--- src/rtl/ecp_rle_pkg.sv ---
package ecp_rle_pkg;

  // Meaning of one input byte after decoding
  typedef enum logic [1:0] {
    KIND_DATA  = 2'd0,
    KIND_ADDR  = 2'd1,
    KIND_COUNT = 2'd2
  } byte_kind_e;

  // Width of the payload field carried by a command byte
  function automatic int field_width(input int data_w);
    return data_w - 1;
  endfunction

endpackage

--- src/rtl/ecp_cmd_decode.sv ---
module ecp_cmd_decode
  import ecp_rle_pkg::*;
#(
  parameter int DATA_W = 8,
  localparam int FW = DATA_W - 1
) (
  input  logic [DATA_W-1:0] byte_i,
  input  logic              cmd_i,
  output byte_kind_e        kind_o,
  output logic [FW-1:0]     field_o
);

  // The top bit of a command byte selects between address and count;
  // the sideband flag alone separates commands from data.
  always_comb begin
    field_o = byte_i[FW-1:0];
    if (!cmd_i) begin
      kind_o = KIND_DATA;
    end else if (byte_i[DATA_W-1]) begin
      kind_o = KIND_ADDR;
    end else begin
      kind_o = KIND_COUNT;
    end
  end

endmodule

--- src/rtl/ecp_cmd_state.sv ---
module ecp_cmd_state
  import ecp_rle_pkg::*;
#(
  parameter int DATA_W = 8,
  localparam int FW = DATA_W - 1
) (
  input  logic          clk,
  input  logic          rst,
  input  logic          accept_i,
  input  byte_kind_e    kind_i,
  input  logic [FW-1:0] field_i,
  output logic [FW-1:0] addr_o,
  output logic          pend_o,
  output logic [FW-1:0] pend_cnt_o
);

  logic [FW-1:0] addr_q;
  logic          pend_q;
  logic [FW-1:0] cnt_q;

  always_ff @(posedge clk) begin
    if (rst) begin
      addr_q <= '0;
      pend_q <= 1'b0;
      cnt_q  <= '0;
    end else if (accept_i) begin
      unique case (kind_i)
        KIND_ADDR: begin
          addr_q <= field_i;
          pend_q <= 1'b0;   // address command drops a waiting count
        end
        KIND_COUNT: begin
          pend_q <= 1'b1;
          cnt_q  <= field_i;
        end
        default: begin
          pend_q <= 1'b0;   // data byte consumes the count
        end
      endcase
    end
  end

  assign addr_o     = addr_q;
  assign pend_o     = pend_q;
  assign pend_cnt_o = cnt_q;

endmodule

--- src/rtl/ecp_repeat_stage.sv ---
module ecp_repeat_stage #(
  parameter int DATA_W = 8,
  parameter int CNT_W  = 7
) (
  input  logic              clk,
  input  logic              rst,
  input  logic              load_i,
  input  logic [DATA_W-1:0] load_byte_i,
  input  logic [CNT_W-1:0]  load_extra_i,
  input  logic              out_ready_i,
  output logic              out_valid_o,
  output logic [DATA_W-1:0] out_byte_o,
  output logic              free_o
);

  logic              vld_q;
  logic [DATA_W-1:0] byte_q;
  logic [CNT_W-1:0]  extra_q;   // copies still owed after the one shown
  logic              last_copy;

  assign last_copy = (extra_q == '0);
  assign free_o    = !vld_q || (out_ready_i && last_copy);

  always_ff @(posedge clk) begin
    if (rst) begin
      vld_q   <= 1'b0;
      byte_q  <= '0;
      extra_q <= '0;
    end else if (load_i) begin
      vld_q   <= 1'b1;
      byte_q  <= load_byte_i;
      extra_q <= load_extra_i;
    end else if (vld_q && out_ready_i) begin
      if (last_copy) begin
        vld_q <= 1'b0;
      end else begin
        extra_q <= extra_q - 1'b1;
      end
    end
  end

  assign out_valid_o = vld_q;
  assign out_byte_o  = byte_q;

endmodule

--- src/rtl/ecp_rle_expander.sv ---
module ecp_rle_expander
  import ecp_rle_pkg::*;
#(
  parameter int DATA_W = 8,
  localparam int FW = DATA_W - 1
) (
  input  logic              clk,
  input  logic              rst,
  input  logic              in_valid,
  output logic              in_ready,
  input  logic [DATA_W-1:0] in_byte,
  input  logic              in_cmd,
  output logic              out_valid,
  input  logic              out_ready,
  output logic [DATA_W-1:0] out_byte,
  output logic [FW-1:0]     chan_addr
);

  byte_kind_e    kind;
  logic [FW-1:0] field;
  logic          accept;
  logic          pend;
  logic [FW-1:0] pend_cnt;
  logic          stage_free;
  logic          load;
  logic [FW-1:0] extra;

  ecp_cmd_decode #(.DATA_W(DATA_W)) u_dec (
    .byte_i (in_byte),
    .cmd_i  (in_cmd),
    .kind_o (kind),
    .field_o(field)
  );

  assign in_ready = stage_free;
  assign accept   = in_valid && in_ready;
  assign load     = accept && (kind == KIND_DATA);
  assign extra    = pend ? pend_cnt : '0;

  ecp_cmd_state #(.DATA_W(DATA_W)) u_state (
    .clk       (clk),
    .rst       (rst),
    .accept_i  (accept),
    .kind_i    (kind),
    .field_i   (field),
    .addr_o    (chan_addr),
    .pend_o    (pend),
    .pend_cnt_o(pend_cnt)
  );

  ecp_repeat_stage #(.DATA_W(DATA_W), .CNT_W(FW)) u_rep (
    .clk         (clk),
    .rst         (rst),
    .load_i      (load),
    .load_byte_i (in_byte),
    .load_extra_i(extra),
    .out_ready_i (out_ready),
    .out_valid_o (out_valid),
    .out_byte_o  (out_byte),
    .free_o      (stage_free)
  );

endmodule

--- config.mk ---
export PLATFORM = sky130hd
export DESIGN_NAME = ecp_rle_expander
export DESIGN_NICKNAME = d
export VERILOG_FILES = /design/src/rtl/ecp_rle_pkg.sv /design/src/rtl/ecp_cmd_decode.sv /design/src/rtl/ecp_cmd_state.sv /design/src/rtl/ecp_repeat_stage.sv /design/src/rtl/ecp_rle_expander.sv
export SDC_FILE = /design/constraint.sdc
export NUM_CORES = 1
export LEC_CHECK = 0
export BUFFER_PORTS_ARGS = -buffer_cell sky130_fd_sc_hd__clkbuf_2
export CAP_MARGIN = 20
export CORE_UTILIZATION = 25
export DETAILED_ROUTE_END_ITERATION = 10
export PLACE_DENSITY = 0.42
export SYNTH_ARGS = -nofsm -noshare
export SYNTH_HDL_FRONTEND = slang
export SYNTH_HIERARCHICAL = 1
export SYNTH_SLANG_ARGS = --single-unit
--- constraint.sdc ---
create_clock -name clk -period 3 [get_ports clk]
set_input_delay 0.3 -clock clk [delete_from_list [all_inputs] [get_ports clk]]
set_output_delay 0.3 -clock clk [all_outputs]
set_load 0.02 [all_outputs]
-- After elaboration in Yosys (flattened, before gate mapping)
Index checks and enable logic that the tools add are counted.
- flip-flop bits (word level): 31
- bits of input ports: 13
- output and inout port bits: 17
- word-level logic and storage cells: 34
- add/sub/neg operators: 1
- eq/ne operators: 3
- mux-type cells: 10
- reductions and logical operators: 14
- operator list (kind ; number):
    $mux W7 ; 4
    $reduce_and A2 Y1 ; 4
    $logic_not A7 Y1 ; 1
    $sub A7 B1 Y7 const B ; 1
    $logic_and A1 B1 Y1 ; 4
    $mux W1 ; 4
    $mux W2 ; 2
    $reduce_bool A2 Y1 ; 2
    $eq A2 B1 Y1 const B ; 1
    $eq A2 B2 Y1 const B ; 1
    $logic_not A2 Y1 ; 1
    $ne A2 B2 Y1 const B ; 1
    $logic_not A1 Y1 ; 1
    $logic_or A1 B1 Y1 ; 1

-- Longest topological paths before layout
- depth after elaboration: 7
- depth in mapped cells: 9
- mapped depth without buffers: 8

-- Cells and area by module
The synthesis kept the hierarchy.
- by module, submodules not included (module ; instances ; cells each ; area each (um2) ; seq. area each (um2)):
    ecp_repeat_stage ; 1 ; 85 ; 788.3 ; 320.3
    ecp_cmd_state ; 1 ; 59 ; 639.4 ; 300.3
    ecp_cmd_decode ; 1 ; 9 ; 68.8 ; 0.0
    ecp_rle_expander ; 1 ; 9 ; 62.6 ; 0.0

-- Worst setup path after synthesis
OpenSTA, ideal clock, no wires.
- kind: flip-flop to flip-flop
- start: reg u_rep.extra_q[0]
- end: reg u_rep.extra_q[2]
- library setup time: 0.095 ns
- data arrival time: 2.182 ns
- data required time: 2.905 ns
- setup slack: 0.723 ns
- cell stages (with the launch flop): 10
- path buffers: 1
- period minus slack after synthesis: 2.277 ns
- cell sequence: dfxtp_1 > inv_1 > ha_1 > nor2b_1 > nand3_1 > nand2_1 > and4bb_1 > buf_1 > a21oi_1 > a221oi_1
- longest elaborated chain between the ends: 7
- elaborated cells on any way between the ends: 12
- classes of those cells: add/sub (1); eq/ne (1); mux (3); reduce/logical (7)
- RTL lines (element ; RTL line ; RTL):
    from (decl) ; ecp_repeat_stage.sv:18 ; logic [CNT_W-1:0] extra_q;
    from (signal assigned) ; ecp_repeat_stage.sv:32 ; extra_q <= load_extra_i;
    from (signal assigned) ; ecp_repeat_stage.sv:37 ; extra_q <= extra_q - 1'b1;
    $logic_not A7 Y1 (*) ; ecp_repeat_stage.sv:21 ; assign last_copy = (extra_q == '0);
    $logic_and A1 B1 Y1 (*) ; ecp_repeat_stage.sv:22 ; assign free_o = !vld_q || (out_ready_i && last_copy);
    $logic_or A1 B1 Y1 (*) ; ecp_repeat_stage.sv:22 ;
    via in_ready ; ecp_rle_expander.sv:10 ; output logic in_ready,
    $logic_and A1 B1 Y1 (*) ; ecp_rle_expander.sv:36 ; assign accept = in_valid && in_ready;
    $logic_and A1 B1 Y1 (*) ; ecp_rle_expander.sv:37 ; assign load = accept && (kind == KIND_DATA);
    via load ; ecp_rle_expander.sv:25 ; logic load;
    $ne A2 B2 Y1 (no line) or $reduce_bool A2 Y1 (tied branches) ; n/a ;
    $reduce_and A2 Y1 (no line) ; n/a ;
The timed path passes the listed nets; every way through them passes the cells marked *. The select of a mux whose other input is x is not followed.
A chain may end at the register's enable or synchronous reset.

-- Final worst setup path
- start: reg u_rep.extra_q[0]
- end: reg u_rep.byte_q[3], in the netlist u_rep/out_byte_o[3]
- longest elaborated chain between the ends: 5
- RTL lines (element ; RTL line ; RTL):
    $logic_not A7 Y1 ; ecp_repeat_stage.sv:21 ;
    $logic_and A1 B1 Y1 ; ecp_repeat_stage.sv:22 ;
    $logic_or A1 B1 Y1 ; ecp_repeat_stage.sv:22 ;
    $logic_and A1 B1 Y1 ; ecp_rle_expander.sv:36 ;
    $logic_and A1 B1 Y1 ; ecp_rle_expander.sv:37 ;
    via load ; ecp_rle_expander.sv:25 ;
    to (signal assigned) ; ecp_repeat_stage.sv:31 ; byte_q <= load_byte_i;
    to (decl) ; ecp_repeat_stage.sv:17 ; logic [DATA_W-1:0] byte_q;
The timed path passes the listed nets, and every way through them passes these cells.

==> run_results.csv <==
group,metric,value,unit
power,ir_drop,0.256,mV
synth,synth_area_per_cell,9.62,um2
clock_tree,clk_pin_slew,0.07,ns
power,p_sw,271,uW
global_routing,grt_pass1_vias,1200,
routing,drtAntennaViolNets,0,
power,intPower,776,uW
critical_path,r2r_cells,9,
clock_tree,clk_latency,0.27,ns
hold_path,hold_path_end,"u_rep/out_byte_o[6]",
power,clkPwrFrac,40.9,%
cells_and_area,n_antenna_cell,0,
sta,worst_pin_slew,0.666,ns
sta,fin_crit,2.35,ns
global_routing,grt_usage,10.6,%
synth,synthCells,162,
critical_path,endpoint_kind,"register",
cells_and_area,area_delta_synth_final,17.8,%
synth,async_flop_share,0,%
sta,setup_violations,0,
placement,post-dp-hpwl,2.32,mm
die,num_rows,28,
global_routing,grt_pass1_wl,5.37,mm
clock_tree,hold_buffers,0,
placement,dp.cells,253,
sta,clock_skew,0.00380,ns
synth,synth-seq-area-share,39.8,%
clock_tree,post-cts-setup-buffers,0,
routing,postRouteWirelength,3.18,mm
routing,drc,0,
hold_path,min_path_type,"input pin to register",
clock_tree,cts_buffers,5,
cells_and_area,n_fill_cell,665,
sta,slew_headroom,55.6,%
global_routing,antenna_found_initial,0,
routing,vias_per_cell,4.46,
hold_path,hold_depth,3,
die,die_w,81.0,um
clock_tree,ctsHtreeMaxLevel,2,
clock_tree,root_buffer,"clkbuf_8",
placement,portBuffers,29,
critical_path,r2r_setup_slack,0.65,ns
sta,finalSetupTns,0,ns
routing,num_vias,1165,
routing,dr.pass1.iters,4,
cells_and_area,final_net_count,200,
critical_path,worstPathArrival,2.49,ns
synth,yosysUniqueCellTypes,40,
power,comb_power_share,15.7,%
clock_tree,ctsResizeCount,0,
sta,finalMaxSlewViolations,0,
placement,globalplace.congestion,0.682,
critical_path,worstReg2RegEnd,"u_rep/out_byte_o[3]",
sta,max_clock_freq,426,MHz
synth,yosysWarnings,6,
critical_path,r2r_start,"u_rep/extra_q[0]",
clock_tree,cts_max_path_buffers,2,
critical_path,crit_path_start_kind,"register",
synth,synth-main-ff-cell,"dfxtp_1",
cells_and_area,final_util,30.8,%
routing,drt_iter0_markers,20,
routing,wl_per_cell,12.2,um
hold_path,min-delay-start,"in_byte[6]",
power,switching_share,25.9,%
global_routing,grt_overflow_total,0,
synth,synth_area,1560,um2
die,dieArea,6560,um2
critical_path,cp.required,3.14,ns
die,die_h,81.0,um
placement,pre_cts_slack,0.676,ns
run,max_cap_viol_count,0,
synth,syn_nets,177,
global_routing,grt_max_degree,40,
sta,whs,0.283,ns
critical_path,path_class,"register to register",
synth,ys_ff_latch,31,
power,power.leakage,0.773,nW
die,initial_core_util,26.2,%
synth,synth_edf_count,0,
sta,rsz0062_at_grt,"no",
sta,hold_viol,0,
cells_and_area,layout-drive-gt1-share,26.9,%
critical_path,crit_fanout,14,
clock_tree,cts_tree,"built",
sta,worst_slack,0.651,ns
sta,fin_crit_sh,78.3,%
power,pwr-share-seq,43.4,%
die,core_area,5960,um2
outcome,outcome,"completed",
die,ios,30,
power,p_per_area,570,nW/um2
cells_and_area,fin_cells,261,
clock_tree,cts.sinks,31,
-- cells in the mapped netlist (2+ instances only) --
| cell | number | area, um2 |
|---|---|---|
| a211o_2 | 2 | 20.0 |
| a211oi_1 | 2 | 15.0 |
| a21oi_1 | 6 | 30.0 |
| and2_1 | 8 | 50.1 |
| buf_1 | 2 | 7.51 |
| buf_4 | 7 | 52.6 |
| clkbuf_1 | 4 | 15.0 |
| dfxtp_1 | 31 | 621 |
| ha_1 | 2 | 25.0 |
| inv_1 | 6 | 22.5 |
| mux2i_1 | 22 | 220 |
| nand2_1 | 3 | 11.3 |
| nand2b_1 | 22 | 138 |
| nand3_1 | 2 | 10.0 |
| nor2_1 | 11 | 41.3 |
| nor2b_1 | 4 | 25.0 |
| nor3_1 | 2 | 10.0 |
| o21a_1 | 3 | 22.5 |
| xor2_1 | 2 | 17.5 |
-- state kept, by name, summed over array words and instances (netlist names) --
name and count:
u_state/pend_o 1, u_rep/extra_q 7, u_rep/out_byte_o 8, u_state/pend_cnt_o 7
u_state/addr_o 7, u_rep/out_valid_o 1
-- placed cells by master, fill, tap and decap left out, drive strengths merged, types with 2 or more instances in the layout --
cell type and instances:
o21a 3, dfxtp 31, a2111oi 2, inv 6, and3b 2, a21oi 7, nand3b 2, clkbuf 35
nor2 11, mux2i 22, xor2 2, a211oi 2, and2 9, nand3 2, a211o 2, nor3 2
nor2b 4, ha 2, nand2b 22, nand2 3
-- layer usage --
metal  global-route usage, %  share of wire (%)  vias to the layer above
li1                        -                  -                      589
met1                    13.0                 49                      550
met2                    17.5                 46                       24
met3                    3.37                4.6                        2
met4                    3.21               0.41                        0
met5                       0                  0                        -
-- metrics by stage --
stage / cell area [um2] / power (mW)
final: 1840 / 1.05
after global routing: 1840 / 1.10
after CTS: 1840 / 1.07
after detailed placement: 1720 / 0.630
after global placement: 1720 / 0.629
after floorplan: 1560 / 0.591
-- layout make-up --
class                   instances  area, um2  area share (%)
clock buffers                   6       82.6            4.50
clock inverters                 2       35.0            1.91
inverters                       6       22.5            1.23
multi-input cells             111        830            45.2
flip-flops and latches         31        621            33.8
well taps                      75       93.8            5.11
repair buffers                 30        153            8.31
-- how the worst max path moves through the flow --
stage | startpoint | endpoint | slack [ns]
2_1_floorplan | u_rep/extra_q[0] | u_rep/extra_q[2] | 0.72
3_3_place_gp | u_rep/extra_q[0] | u_rep/out_byte_o[2] | 0.77
3_5_place_dp | u_rep/extra_q[0] | u_rep/out_byte_o[1] | 0.68
4_1_cts | u_rep/extra_q[0] | u_rep/out_byte_o[0] | 0.67
5_1_grt | u_rep/extra_q[0] | u_rep/out_byte_o[5] | 0.38
6_report | u_rep/extra_q[0] | u_rep/out_byte_o[3] | 0.65
-- critical path, cell delays in order, from the launching register on --
cell,delay (ns)
dfxtp_1,0.32
inv_1,0.11
ha_1,0.17
nor2b_1,0.31
nand3_1,0.15
nand2_1,0.13
and4bb_1,0.43
buf_4,0.31
mux2i_1,0.21
nor2_1,0.06
-- power by group through the flow --
stage | sequential [mW] | combinational, mW | clock [mW]
global route | 0.458 | 0.183 | 0.458
detailed placement | 0.464 | 0.166 | 0
global placement | 0.464 | 0.165 | 0
finish | 0.455 | 0.164 | 0.428
CTS | 0.455 | 0.166 | 0.444
floorplan | 0.474 | 0.117 | 0
-- kinds of logic (layout without fill, tap and decap cells) --
group	after synthesis	count (layout)	synth area share, %
XOR/XNOR	3	3	1.69
AND/OR/NAND/NOR	65	65	26.6
adder cells (fa/ha/maj)	2	2	1.60
buffers and inverters	20	44	6.98
multiplexers	22	22	14.1
AO/OA/AOI/OAI	19	19	9.23
flip-flops	31	31	39.8
(Power assumes the default switching activity.)
